## config.mk

```make
export PLATFORM = sky130hd
export DESIGN_NAME = vid_raster_src
export DESIGN_NICKNAME = d
export VERILOG_FILES = /design/src/rtl/vid_pkg.sv /design/src/rtl/vid_rst_sync.sv /design/src/rtl/vid_axis_cnt.sv /design/src/rtl/vid_axis_decode.sv /design/src/rtl/vid_colour_src.sv /design/src/rtl/vid_out_stage.sv /design/src/rtl/vid_raster_src.sv
export SDC_FILE = /design/constraint.sdc
export NUM_CORES = 1
export LEC_CHECK = 0
export BUFFER_PORTS_ARGS = -buffer_cell sky130_fd_sc_hd__buf_2
export CORE_MARGIN = 5
export CORE_UTILIZATION = 40
export DETAILED_ROUTE_END_ITERATION = 6
export HOLD_SLACK_MARGIN = 0.05
export PLACE_DENSITY_LB_ADDON = 0.1
export SYNTH_ARGS = -nofsm -noshare
export SYNTH_HDL_FRONTEND = slang
export SYNTH_SLANG_ARGS = --single-unit
```

## constraint.sdc

```tcl
create_clock -name clk -period 1.5 [get_ports clk]
set_input_delay 0 -clock clk [delete_from_list [all_inputs] [get_ports clk]]
set_output_delay 0 -clock clk [all_outputs]
set_load 0.05 [all_outputs]
```

## src/rtl/vid_pkg.sv

```systemverilog
package vid_pkg;

  localparam int unsigned NUM_BARS = 8;
  localparam int unsigned BAR_BITS = $clog2(NUM_BARS);

  typedef struct packed {
    logic [7:0] r;
    logic [7:0] g;
    logic [7:0] b;
  } rgb_t;

  function automatic rgb_t bar_colour(input logic [BAR_BITS-1:0] idx);
    rgb_t c;
    c.r = idx[2] ? 8'hFF : 8'h00;
    c.g = idx[1] ? 8'hFF : 8'h00;
    c.b = idx[0] ? 8'hFF : 8'h00;
    return c;
  endfunction

endpackage

```

## src/rtl/vid_rst_sync.sv

```systemverilog
module vid_rst_sync #(
  parameter int STAGES = 2
) (
  input  logic clk,
  input  logic rst_n,
  output logic rst_sync_n
);

  logic [STAGES-1:0] chain_q;
  logic [STAGES-1:0] chain_d;

  always_comb begin
    chain_d = {chain_q[STAGES-2:0], 1'b1};
  end

  always_ff @(posedge clk or negedge rst_n) begin
    if (!rst_n) chain_q <= '0;
    else        chain_q <= chain_d;
  end

  assign rst_sync_n = chain_q[STAGES-1];

endmodule

```

## src/rtl/vid_axis_cnt.sv

```systemverilog
module vid_axis_cnt #(
  parameter int TOTAL = 800,
  parameter int W     = $clog2(TOTAL)
) (
  input  logic         clk,
  input  logic         rst_n,
  input  logic         step,
  output logic [W-1:0] pos,
  output logic         last
);

  logic [W-1:0] pos_nxt;

  assign last = (pos == W'(TOTAL - 1));

  always_comb begin
    pos_nxt = pos;
    if (step) begin
      if (last) pos_nxt = '0;
      else      pos_nxt = pos + 1'b1;
    end
  end

  always_ff @(posedge clk or negedge rst_n) begin
    if (!rst_n) pos <= '0;
    else        pos <= pos_nxt;
  end

  AST_POS_IN_RANGE: assert property (@(posedge clk) disable iff (!rst_n)
    {1'b0, pos} < (W+1)'(TOTAL)) else $error("position out of range");

  AST_WRAP_TO_ZERO: assert property (@(posedge clk) disable iff (!rst_n)
    (step && last) |=> (pos == '0)) else $error("counter did not wrap");

endmodule

```

## src/rtl/vid_axis_decode.sv

```systemverilog
module vid_axis_decode #(
  parameter int ACT = 640,
  parameter int FP  = 16,
  parameter int SW  = 96,
  parameter int W   = 10
) (
  input  logic [W-1:0] pos,
  output logic         in_active,
  output logic         in_sync
);

  localparam logic [W:0] ACT_END  = (W+1)'(ACT);
  localparam logic [W:0] SYNC_BEG = (W+1)'(ACT + FP);
  localparam logic [W:0] SYNC_END = (W+1)'(ACT + FP + SW);

  logic [W:0] pos_x;

  always_comb begin
    pos_x     = {1'b0, pos};
    in_active = (pos_x < ACT_END);
    in_sync   = (pos_x >= SYNC_BEG) && (pos_x < SYNC_END);
  end

endmodule

```

## src/rtl/vid_colour_src.sv

```systemverilog
module vid_colour_src
  import vid_pkg::*;
#(
  parameter int HACT = 640,
  parameter int HW   = 10
) (
  input  logic [HW-1:0] h_pos,
  input  logic          de,
  input  logic          mode_const,
  input  rgb_t          const_col,
  output rgb_t          colour
);

  logic [NUM_BARS-2:0]  past_edge;
  logic [BAR_BITS-1:0]  bar_idx;
  rgb_t                 raw;

  for (genvar k = 1; k < NUM_BARS; k++) begin : g_edge
    localparam int EDGE = (k * HACT + NUM_BARS - 1) / NUM_BARS;
    assign past_edge[k-1] = ({1'b0, h_pos} >= (HW+1)'(EDGE));
  end

  always_comb begin
    bar_idx = BAR_BITS'($countones(past_edge));
    raw     = mode_const ? const_col : bar_colour(bar_idx);
    colour  = de ? raw : '0;
  end

endmodule

```

## src/rtl/vid_out_stage.sv

```systemverilog
module vid_out_stage
  import vid_pkg::*;
#(
  parameter bit HS_HIGH = 1'b0,
  parameter bit VS_HIGH = 1'b0
) (
  input  logic clk,
  input  logic rst_n,
  input  logic hs_on,
  input  logic vs_on,
  input  logic de_in,
  input  rgb_t col_in,
  output logic hs_q,
  output logic vs_q,
  output logic de_q,
  output rgb_t col_q
);

  logic hs_d;
  logic vs_d;
  logic de_d;
  rgb_t col_d;

  always_comb begin
    hs_d  = hs_on ? HS_HIGH : ~HS_HIGH;
    vs_d  = vs_on ? VS_HIGH : ~VS_HIGH;
    de_d  = de_in;
    col_d = col_in;
  end

  always_ff @(posedge clk or negedge rst_n) begin
    if (!rst_n) begin
      hs_q  <= ~HS_HIGH;
      vs_q  <= ~VS_HIGH;
      de_q  <= 1'b0;
      col_q <= '0;
    end else begin
      hs_q  <= hs_d;
      vs_q  <= vs_d;
      de_q  <= de_d;
      col_q <= col_d;
    end
  end

  AST_BLANK_IS_BLACK: assert property (@(posedge clk) disable iff (!rst_n)
    !de_q |-> (col_q == '0)) else $error("colour during blanking");

  AST_NO_DE_IN_HSYNC: assert property (@(posedge clk) disable iff (!rst_n)
    de_q |-> (hs_q != HS_HIGH)) else $error("enable during hsync");

  AST_NO_DE_IN_VSYNC: assert property (@(posedge clk) disable iff (!rst_n)
    de_q |-> (vs_q != VS_HIGH)) else $error("enable during vsync");

endmodule

```

## src/rtl/vid_raster_src.sv

```systemverilog
module vid_raster_src
  import vid_pkg::*;
#(
  parameter int H_ACTIVE    = 640,
  parameter int H_FRONT     = 16,
  parameter int H_SYNC      = 96,
  parameter int H_BACK      = 48,
  parameter int V_ACTIVE    = 480,
  parameter int V_FRONT     = 10,
  parameter int V_SYNC      = 2,
  parameter int V_BACK      = 33,
  parameter bit H_SYNC_HIGH = 1'b0,
  parameter bit V_SYNC_HIGH = 1'b0
) (
  input  logic        clk,
  input  logic        rst_n,
  input  logic        mode_const,
  input  logic [23:0] const_rgb,
  output logic        hsync,
  output logic        vsync,
  output logic        de,
  output logic [7:0]  red,
  output logic [7:0]  green,
  output logic [7:0]  blue
);

  localparam int H_TOTAL = H_ACTIVE + H_FRONT + H_SYNC + H_BACK;
  localparam int V_TOTAL = V_ACTIVE + V_FRONT + V_SYNC + V_BACK;
  localparam int HW      = $clog2(H_TOTAL);
  localparam int VW      = $clog2(V_TOTAL);

  logic          rst_sync_n;
  logic [HW-1:0] h_pos;
  logic [VW-1:0] v_pos;
  logic          h_last;
  logic          v_last;
  logic          h_act;
  logic          v_act;
  logic          h_sync_on;
  logic          v_sync_on;
  logic          de_nxt;
  rgb_t          col_nxt;
  rgb_t          col_out;

  vid_rst_sync #(.STAGES(2)) u_rst (
    .clk       (clk),
    .rst_n     (rst_n),
    .rst_sync_n(rst_sync_n)
  );

  vid_axis_cnt #(.TOTAL(H_TOTAL), .W(HW)) u_hcnt (
    .clk  (clk),
    .rst_n(rst_sync_n),
    .step (1'b1),
    .pos  (h_pos),
    .last (h_last)
  );

  vid_axis_cnt #(.TOTAL(V_TOTAL), .W(VW)) u_vcnt (
    .clk  (clk),
    .rst_n(rst_sync_n),
    .step (h_last),
    .pos  (v_pos),
    .last (v_last)
  );

  vid_axis_decode #(.ACT(H_ACTIVE), .FP(H_FRONT), .SW(H_SYNC), .W(HW)) u_hdec (
    .pos      (h_pos),
    .in_active(h_act),
    .in_sync  (h_sync_on)
  );

  vid_axis_decode #(.ACT(V_ACTIVE), .FP(V_FRONT), .SW(V_SYNC), .W(VW)) u_vdec (
    .pos      (v_pos),
    .in_active(v_act),
    .in_sync  (v_sync_on)
  );

  assign de_nxt = h_act & v_act;

  vid_colour_src #(.HACT(H_ACTIVE), .HW(HW)) u_col (
    .h_pos     (h_pos),
    .de        (de_nxt),
    .mode_const(mode_const),
    .const_col (rgb_t'(const_rgb)),
    .colour    (col_nxt)
  );

  vid_out_stage #(.HS_HIGH(H_SYNC_HIGH), .VS_HIGH(V_SYNC_HIGH)) u_out (
    .clk   (clk),
    .rst_n (rst_sync_n),
    .hs_on (h_sync_on),
    .vs_on (v_sync_on),
    .de_in (de_nxt),
    .col_in(col_nxt),
    .hs_q  (hsync),
    .vs_q  (vsync),
    .de_q  (de),
    .col_q (col_out)
  );

  assign red   = col_out.r;
  assign green = col_out.g;
  assign blue  = col_out.b;

  AST_V_HOLDS_MID_LINE: assert property (@(posedge clk) disable iff (!rst_sync_n)
    !h_last |=> $stable(v_pos)) else $error("line advanced mid-line");

  AST_FRAME_WRAP: assert property (@(posedge clk) disable iff (!rst_sync_n)
    (h_last && v_last) |=> (h_pos == '0 && v_pos == '0)) else $error("frame wrap");

  AST_RESET_QUIET: assert property (@(posedge clk)
    !rst_n |-> (!de && red == 8'h00 && green == 8'h00 && blue == 8'h00))
    else $error("outputs active in reset");

endmodule

```

## After elaboration in Yosys (flattened, before gate mapping)

Index checks and enable logic that the tools add are counted.

- Register bits: 49
- Bits of input ports: 27
- Output and inout port bits: 27

- Add/sub/neg operators: 8
- $lt $le $gt $ge: 13
- Equal/unequal tests: 2
- Multiplexer cells: 9
- Bitwise operators: 1
- Reduce and logical (&&, ||, !) cells: 2

Operators with widths:

| cell | number |
|---|---|
| two-way mux 24 bit | 2 |
| >= comparator 10 x 9 -> 1 bit, second input constant | 4 |
| two-way mux 8 bit | 3 |
| adder 10 x 1 -> 10 bit, second input constant | 2 |
| equality test 10 bit, second input constant | 2 |
| >= comparator 10 bit, second input constant | 2 |
| >= comparator 10 x 8 -> 1 bit, second input constant | 2 |
| < comparator 10 bit, second input constant | 2 |
| < comparator 10 x 9 -> 1 bit, second input constant | 2 |
| two-way mux 10 bit | 2 |
| >= comparator 10 x 7 -> 1 bit, second input constant | 1 |
| adder 1 x 1 -> 2 bit | 3 |
| adder 3 bit | 2 |
| adder 3 x 1 -> 3 bit | 1 |
| logical AND 1 bit | 2 |
| two-way mux 1 bit | 2 |
| bitwise AND 1 bit | 1 |

## Logic depth before layout (Yosys ltp)

Gate-level depths: netlist of run 1.

- Word-level depth: 7
- Depth in mapped cells: 12
- Depth with buffers taken out: 10

## Cells and area by module

From an unflattened synthesis of run 1, not the netlist that was laid out.

- Cell total of the unflattened synthesis: 221
- Area total of the unflattened synthesis: 2477.4 um^2

By module, submodules not included:

| module | times used | cells an instance | area an instance (um^2) | seq. area each (um^2) |
|---|---|---|---|---|
| vid_out_stage | 1 | 29 | 685.7 | 678.2 |
| vid_colour_src | 1 | 76 | 608.1 | 0.0 |
| vid_axis_cnt at u_vcnt | 1 | 52 | 536.8 | 250.2 |
| vid_axis_cnt at u_hcnt | 1 | 50 | 511.7 | 250.2 |
| vid_rst_sync | 1 | 3 | 53.8 | 50.0 |
| vid_axis_decode at u_hdec | 1 | 5 | 37.5 | 0.0 |
| vid_axis_decode at u_vdec | 1 | 4 | 33.8 | 0.0 |
| vid_raster_src | 1 | 2 | 10.0 | 0.0 |

## Least setup slack after synthesis of run 1

No wires, ideal clock.

- Kind: register to register
- From: register u_hcnt.pos[5]
- To: register u_out.col_q[16] (netlist bit)
- Setup time: 143 ps
- Arrival time: 2986 ps
- Slack: -1628 ps
- Stages on the path, launching flop included: 11
- Path buffers: 1
- Path through: dfrtp_1 -> buf_6 -> or3_1 -> a31o_2 -> ha_1 -> fa_1 -> ha_1 -> fa_1 -> xor2_1 -> o21ai_1 -> a21oi_1

RTL lines:

| element | RTL line | RTL |
|---|---|---|
| start: declaration | vid_axis_cnt.sv:8 | `output logic [W-1:0] pos,` |
| start signal: assignment | vid_axis_cnt.sv:26 | `else pos <= pos_nxt;` |
| end signal: assignment | vid_out_stage.sv:41 | `col_q <= col_d;` |
| end: declaration | vid_out_stage.sv:16 | `output rgb_t col_q` |

==> summary.txt, run 1 <==
Run status
  – Outcome: finished with violations
  – Failing checks: negative setup slack

Logic synthesis
  – Seq/Total Area, Yosys: 0.535
  – Adder-cell share of the synthesized area: 0.0697
  – Synthesized net count: 253
  – Post-synthesis cell area: 2300 µm²
  – Gate Count Post-Synth: 215
  – Synthesized flop and latch total: 49
  – Post-synth ARST share: 1.00
  – EDFF count, synth: 0
  – Netlist cell types: 41
  – Yosys warns: 0
  – Synth Area in XOR/XNOR: 0.0534
  – Most used DFF post-synth: dfrtp_1
  – Simple-gate share of the synthesized area: 0.170
  – Post-synthesis mux area share: 0
  – Complex-gate fraction of the synthesized area: 0.0948
  – Syn_area_per_cell: 10.7 µm²
  – Largest family of logic cells by synthesized area: simple AND/OR/NAND/NOR gates

Cells and area
  – # fillers: 482
  – P&R area growth vs syn: 44.4%
  – Register area: 1230 µm²
  – Core Util, Final: 0.599
  – # diodes: 0
  – Layout cells sized above 1: 0.365
  – Nets@finish: 360
  – Multi-input gate area: 983 µm²
  – Post-Layout Cell Count: 395

Worst hold path
  – HP Class: reg2async

Placed design
  – DPL Wire Length: 3.50 mm
  – Placed cell count: 359
  – Routability cong.: 0.751
  – I/O Buffers: 53

Drt
  – Antenna Nets Post-Route: 0
  – Residual DRC: 0
  – Initial DRC count: 28
  – DR pass1 iterations: 4
  – Drt wl/cell: 12.7 µm
  – Via count: 1835
  – Vias per Instance: 4.65
  – Drt total wl: 5.01 mm

Critical path
  – R2r startpoint: u_hcnt.pos[6]$_DFF_PN0_
  – CP startpoint: u_hcnt.pos[6]$_DFF_PN0_
  – Crit Path Category: reg2reg
  – Worst EP arrival: 3.05 ns
  – CP Launch Type: flip-flop
  – Critical path required time: 1.65 ns
  – Crit. End Element: flip-flop
  – Worst-path fanout max: 8

CTS
  – Worst-path clk slew: 0.09 ns
  – H-tree depth: 2
  – CTS Buffer Depth: 2
  – TritonCTS Buffers: 5
  – CTS tree: done
  – Worst skew pair latency: 0.29 ns
  – CTS Root Cell: clkbuf_8
  – Clock sink count: 49

STA
  – Final hold vios: 0
  – Final worst path period need: 2.90 ns
  – Unrepaired setup endpoints after global routing: true
  – Slew Limit Fails: 0
  – Max_slew headroom: 0.663
  – Tcrit/Tclk final: 1.93
  – Fmax: 0.345 GHz
  – Slew @ Worst Pin: 0.506 ns
  – Final Skew: 0.00608 ns
  – Final setup margin: -1.40 ns
  – Final setup fails: 33

Floorplan
  – Core region area: 5540 µm²
  – Die ar.: 7360 µm²
  – Die Ht: 85.8 µm
  – # IOs: 54
  – Site row count: 27
  – Die width: 85.8 µm
  – Starting Density: 0.415

Global routing
  – Vias in the first global route: 1837
  – Overflow after GRT: 0
  – Pin count of the biggest net entering global routing: 38
  – First-pass GRT wire length: 8.45 mm
  – Initial antenna violation count: 0
  – GRT Resource Usage Total: 0.144

Power
  – Static leakage: 1.65 nW
  – P per Cell Area: 762 nW/µm²
  – Worst vdd ir: 0.376 mV

Job
  – Maxcap violations: 0
## cells by family after synthesis
| logic type | Yosys count |
|---|---|
| and+or+nand+nor | 59 |
| DFF | 49 |
| buffers and inverters | 41 |
| AOI/OAI and AO/OA | 40 |
| xor gates and xnor gates | 14 |
| adders and majority gates | 11 |
| other | 1 |
## cells in the mapped netlist, types with 2 or more instances
cell type / number / area (µm²)
o21a_1: 2 / 15.0
ha_1: 8 / 100
and4_1: 2 / 17.5
a31o_2: 2 / 17.5
nand2b_1: 2 / 12.5
inv_1: 31 / 116
nand2_1: 10 / 37.5
fa_1: 3 / 60.1
buf_2: 4 / 20.0
xnor2_1: 9 / 78.8
nand4_1: 5 / 31.3
nor3_1: 2 / 10.0
xor2_1: 5 / 43.8
o21ai_1: 4 / 20.0
nor4_2: 3 / 37.5
nor4b_1: 2 / 17.5
dfstp_2: 2 / 52.6
nand3_1: 10 / 50.1
nor2_1: 10 / 37.5
o21ai_0: 5 / 25.0
buf_6: 2 / 22.5
a21oi_1: 25 / 125
clkbuf_1: 3 / 11.3
dfrtp_1: 47 / 1180
## path summary, 6_finish.rpt
path | to | slack, ns | cells after the start
min in group clk | u_out.col_q[20]$_DFF_PN0_ | 0.20 | 2
max reg2reg | u_out.col_q[19]$_DFF_PN0_ | -1.40 | 10
max in group asynchronous | u_rst.chain_q[1]$_DFF_PN0_ | 0.82 | 3
min | u_vcnt.pos[7]$_DFFE_PN0N_ | 0.14 | 0
max | u_out.col_q[19]$_DFF_PN0_ | -1.40 | 10
min reg2reg | u_vcnt.pos[7]$_DFFE_PN0N_ | 0.14 | 0
## worst max-delay path, stage by stage (launching register included)
cell,delay [ns]
dfrtp_2,0.45
or3_4,0.35
a31o_4,0.23
ha_4,0.23
fa_1,0.45
ha_2,0.20
fa_2,0.35
xor2_2,0.18
o21ai_2,0.12
buf_6,0.14
a21oi_1,0.05
## cell type report
class	instances	share of cell area
multi-input combinational	125	0.296
tap	72	0.0272
timing repair buffer	110	0.242
clock inverter	1	0.00226
inverter	31	0.0351
clock buffer	7	0.0260
sequential	49	0.371
## through the flow
stage          power [W]  hold slack [ns]  setup TNS (ns)  instance area, µm²  setup slack (ns)
2_1_floorplan    0.00162           -0.296          -31.00                2360             -1.39
3_3_place_gp     0.00172           -0.211          -31.65                2870             -1.39
3_5_place_dp     0.00172           -0.211          -32.08                2870             -1.42
4_1_cts          0.00258            0.150          -30.66                3270             -1.36
5_1_grt          0.00266            0.167          -34.76                3320             -1.51
6_report         0.00253            0.138          -30.64                3320             -1.40
## cell usage in the layout, fill, tap and decap left out, types with 4 or more instances in the layout
cell           Yosys  final
inv_1             31     31
xnor2_1            9      9
buf_4              0     24
dlygate4sd3_1      0     26
nand4_1            5      5
buf_2              4     53
a21oi_1           25     25
xor2_1             5      4
dfrtp_1           47     45
nand3_1           10     10
clkbuf_8           0      6
buf_6              2      5
nand2_1           10     10
nor2_1            10     10
o21ai_0            5      4
ha_1               8      5
## layer usage
metal	global-route usage	vias up	routed length, µm
met5	0	-	0
met4	0.0432	0	54
met3	0.0384	6	286
met2	0.239	46	2470
met1	0.184	859	2200
li1	-	924	-
## registers in the layout, indices dropped and copies added, names as in the netlist
name           flops
u_out.de_q         1
u_out.col_q       24
u_out.vs_q         1
u_hcnt.pos        10
u_rst.chain_q      2
u_vcnt.pos        10
u_out.hs_q         1
## power by group
part / leakage, nW / total [W] / internal, W / switching [W]
clock network: 0.0445 / 0.000781 / 0.000375 / 0.000407
registers: 0.615 / 0.00138 / 0.00136 / 0.0000160
logic: 0.989 / 0.000368 / 0.000124 / 0.000244
total: 1.65 / 0.00253 / 0.00186 / 0.000667
## what timing repair did
item                                    CTS  global route
pin swaps                                 8             4
gates cloned                              0             0
setup buffers                             1             1
resized for setup                         6             6
hold endpoints to repair                 26             0
endpoints found under the setup margin   39            39
hold buffers                             26             0
No activity file was read; power rests on OpenSTA's default activity.
==> inputs of run 2 (changes only) <==
--- a/config.mk
+++ b/config.mk
@@ -7,2 +7,3 @@
 export LEC_CHECK = 0
+export ABC_CLOCK_PERIOD_IN_PS = 1500
 export BUFFER_PORTS_ARGS = -buffer_cell sky130_fd_sc_hd__buf_2
==> constraint.sdc (replaced) <==
create_clock -name clk -period 1.5 [get_ports clk]
set_input_delay 0.15 -clock clk [delete_from_list [all_inputs] [get_ports clk]]
set_output_delay 0.15 -clock clk [all_outputs]
set_load 0.05 [all_outputs]
==> summary.txt, run 2 (synthesis gave the netlist of run 1 again) <==
Drt
  – DR pass1 iterations: 4 (unchanged)
  – Drt total wl: 4.61 mm (-8.0%)
  – Vias per Instance: 4.64 (about the same)
  – Via count: 1718 (-6.4%)
  – Antenna Nets Post-Route: 0 (unchanged)
  – Residual DRC: 0 (unchanged)
  – Drt wl/cell: 12.5 µm (-1.7%)
  – Initial DRC count: 26 (-7.1%)

CTS
  – TritonCTS Buffers: 5 (unchanged)
  – CTS Root Cell: clkbuf_8
  – H-tree depth: 2 (unchanged)
  – Clock sink count: 49 (unchanged)
  – CTS tree: done
  – Worst-path clk slew: 0.08 ns (about the same)
  – CTS Buffer Depth: 2 (unchanged)
  – Worst skew pair latency: 0.29 ns (about the same)

Cells and area
  – Layout cells sized above 1: 0.393 (+0.0273)
  – # diodes: 0 (unchanged)
  – Max reg flops: 24 (unchanged)
  – Post-Layout Cell Count: 370 (-6.3%)
  – Core Util, Final: 0.551 (-0.0477)
  – P&R area growth vs syn: 32.9%
  – Nets@finish: 335 (-6.9%)
  – Commonest non-fill, non-tap cell in the layout: buf_2
  – Top reg by flops: u_out.col_q
  – Highest-count cells in the layout ignoring fill and taps: 53 x buf_2, 45 x dfrtp_1, 31 x inv_1, 25 x buf_4, 24 x a21oi_1
  – Biggest regs: u_out.col_q: 24 flops, u_hcnt.pos: 10 flops, u_vcnt.pos: 10 flops

Critical path
  – CP Launch Type: flip-flop
  – Worst r2r path cells: 8 (-2)
  – Worst-path fanout max: 8 (unchanged)
  – R2r startpoint: u_hcnt.pos[6]$_DFF_PN0_
  – Worst reg-to-reg setup slack: -1.35 ns (+0.04 ns)
  – Worst EP arrival: 3.00 ns (-0.05 ns)
  – Crit Path Category: reg2reg
  – Critical path required time: 1.65 ns (about the same)
  – Worst R2R End: u_out.col_q[15]$_DFF_PN0_
  – Crit. End Element: flip-flop

Power
  – Cell internal pwr: 0.00182 W (-2.3%)
  – Switch Pwr: 0.000657 W (-1.5%)
  – Sw frac: 0.265 (+0.00159)
  – Clock share of power: 0.317 (+0.008)
  – Static leakage: 1.54 nW (-6.6%)
  – Total power: 0.00248 W (-2.1%)
  – Worst vdd ir: 0.385 mV (+2.2%)
  – Combinational share of power: 0.127 (-0.019)
  – P per Cell Area: 811 nW/µm² (+6.4%)
  – Sequential group share of total power: 0.556 (+0.011)

Worst hold path
  – HP Class: in2reg
  – Hold path depth: 3
  – Worst hold start: const_rgb[22]
  – Hold Path End: u_out.col_q[22]$_DFF_PN0_

STA
  – Slew Limit Fails: 0 (unchanged)
  – Final setup fails: 37 (+12%)
  – Tcrit/Tclk final: 1.90 (-0.0299)
  – Final Skew: 0.00825 ns (+0.00217 ns)
  – Fmax: 0.351 GHz (+1.6%)
  – Unrepaired setup endpoints after global routing: true
  – Final setup margin: -1.35 ns (+0.0448 ns)
  – Max_slew headroom: 0.660 (-0.00280)
  – Final worst path period need: 2.85 ns (-0.0448 ns)
  – Final hold vios: 0 (unchanged)
  – Setup TNS: -30.44 ns (+0.202 ns)
  – Slew @ Worst Pin: 0.510 ns (+0.00420 ns)
  – Worst hold slack: 0.0756 ns (-0.0627 ns)

Floorplan
  – Site row count: 27 (unchanged)
  – Core region area: 5540 µm² (unchanged)
  – # IOs: 54 (unchanged)
  – Die ar.: 7360 µm² (unchanged)
  – Die Ht: 85.8 µm (unchanged)
  – Die width: 85.8 µm (unchanged)
  – Starting Density: 0.415 (unchanged)

Job
  – Maxcap violations: 0 (unchanged)

Global routing
  – Initial antenna violation count: 0 (unchanged)
  – Pin count of the biggest net entering global routing: 38 (unchanged)
  – GRT busiest layer: met2
  – GRT Resource Usage Total: 0.133 (-0.0104)
  – GRT met1 Usage: 0.175 (-0.00817)
  – Grt met2 use: 0.215 (-0.0247)
  – Overflow after GRT: 0 (unchanged)
  – Vias in the first global route: 1671 (-9.0%)
  – First-pass GRT wire length: 7.89 mm (-6.6%)
  – GRT met3 Usage: 0.0413 (+0.00288)

Placed design
  – DPL Wire Length: 3.50 mm (unchanged)
  – Placed cell count: 359 (unchanged)
  – I/O Buffers: 53 (unchanged)
  – Routability cong.: 0.751 (unchanged)

Run status
  – Failing checks: negative setup slack
  – Outcome: finished with violations
run 2: worst max-delay path by stage:
stage / startpoint / end / slack, ns / cells past startpoint
floorplan: u_hcnt.pos[5]$_DFF_PN0_ / u_out.col_q[23]$_DFF_PN0_ / -1.39 / 10
global placement: u_hcnt.pos[5]$_DFF_PN0_ / u_out.col_q[13]$_DFF_PN0_ / -1.39 / 8
detailed placement: u_hcnt.pos[5]$_DFF_PN0_ / u_out.col_q[15]$_DFF_PN0_ / -1.42 / 8
CTS: u_hcnt.pos[6]$_DFF_PN0_ / u_out.col_q[19]$_DFF_PN0_ / -1.36 / 10
global route: u_hcnt.pos[5]$_DFF_PN0_ / u_out.col_q[15]$_DFF_PN0_ / -1.47 / 10
finish: u_hcnt.pos[6]$_DFF_PN0_ / u_out.col_q[15]$_DFF_PN0_ / -1.35 / 8
run 2: area by class of cell:
class	instances	area, µm²
timing repair buffer	85	548
clock buffer	7	86.3
fill	506	2490
sequential	49	1230
multi-input combinational	125	973
tap	72	90.1
clock inverter	1	7.51
inverter	31	116
run 2: power by group through the flow:
| stage | Sequential [W] | Clock (W) | Combinational, W |
|---|---|---|---|
| floorplan | 0.00157 | 0 | 0.0000476 |
| finish | 0.00138 | 0.000784 | 0.000315 |
| CTS | 0.00138 | 0.000824 | 0.000321 |
| global placement | 0.00141 | 0 | 0.000313 |
| detailed placement | 0.00141 | 0 | 0.000315 |
| global route | 0.00139 | 0.000884 | 0.000337 |
run 2: layer usage:
metal,share of wire,vias up
met1,0.44,801
met2,0.48,44
met3,0.077,2
met4,0.0052,0
li1,-,871
met5,0,-
run 2: what timing repair did:
item                                    4_1_cts  5_1_grt
hold buffers                                  1        0
buffers inserted                              1        1
hold endpoints to repair                      2        0
endpoints found under the setup margin       39       39
resized for setup                             6        3
pin swaps                                     8        1
run 2: worst max-delay path: stages (launching register included):
cell,delay [ns]
dfrtp_2,0.45
or3_4,0.35
a31o_4,0.23
ha_4,0.23
fa_1,0.51
ha_2,0.17
fa_2,0.45
o21ai_4,0.25
a21oi_1,0.07
run 2: stage by stage:
stage,cell area [µm²],setup WS (ns)
finish,3050,-1.35
global route,3050,-1.47
CTS,3020,-1.36
detailed placement,2870,-1.42
global placement,2870,-1.39
floorplan,2360,-1.39
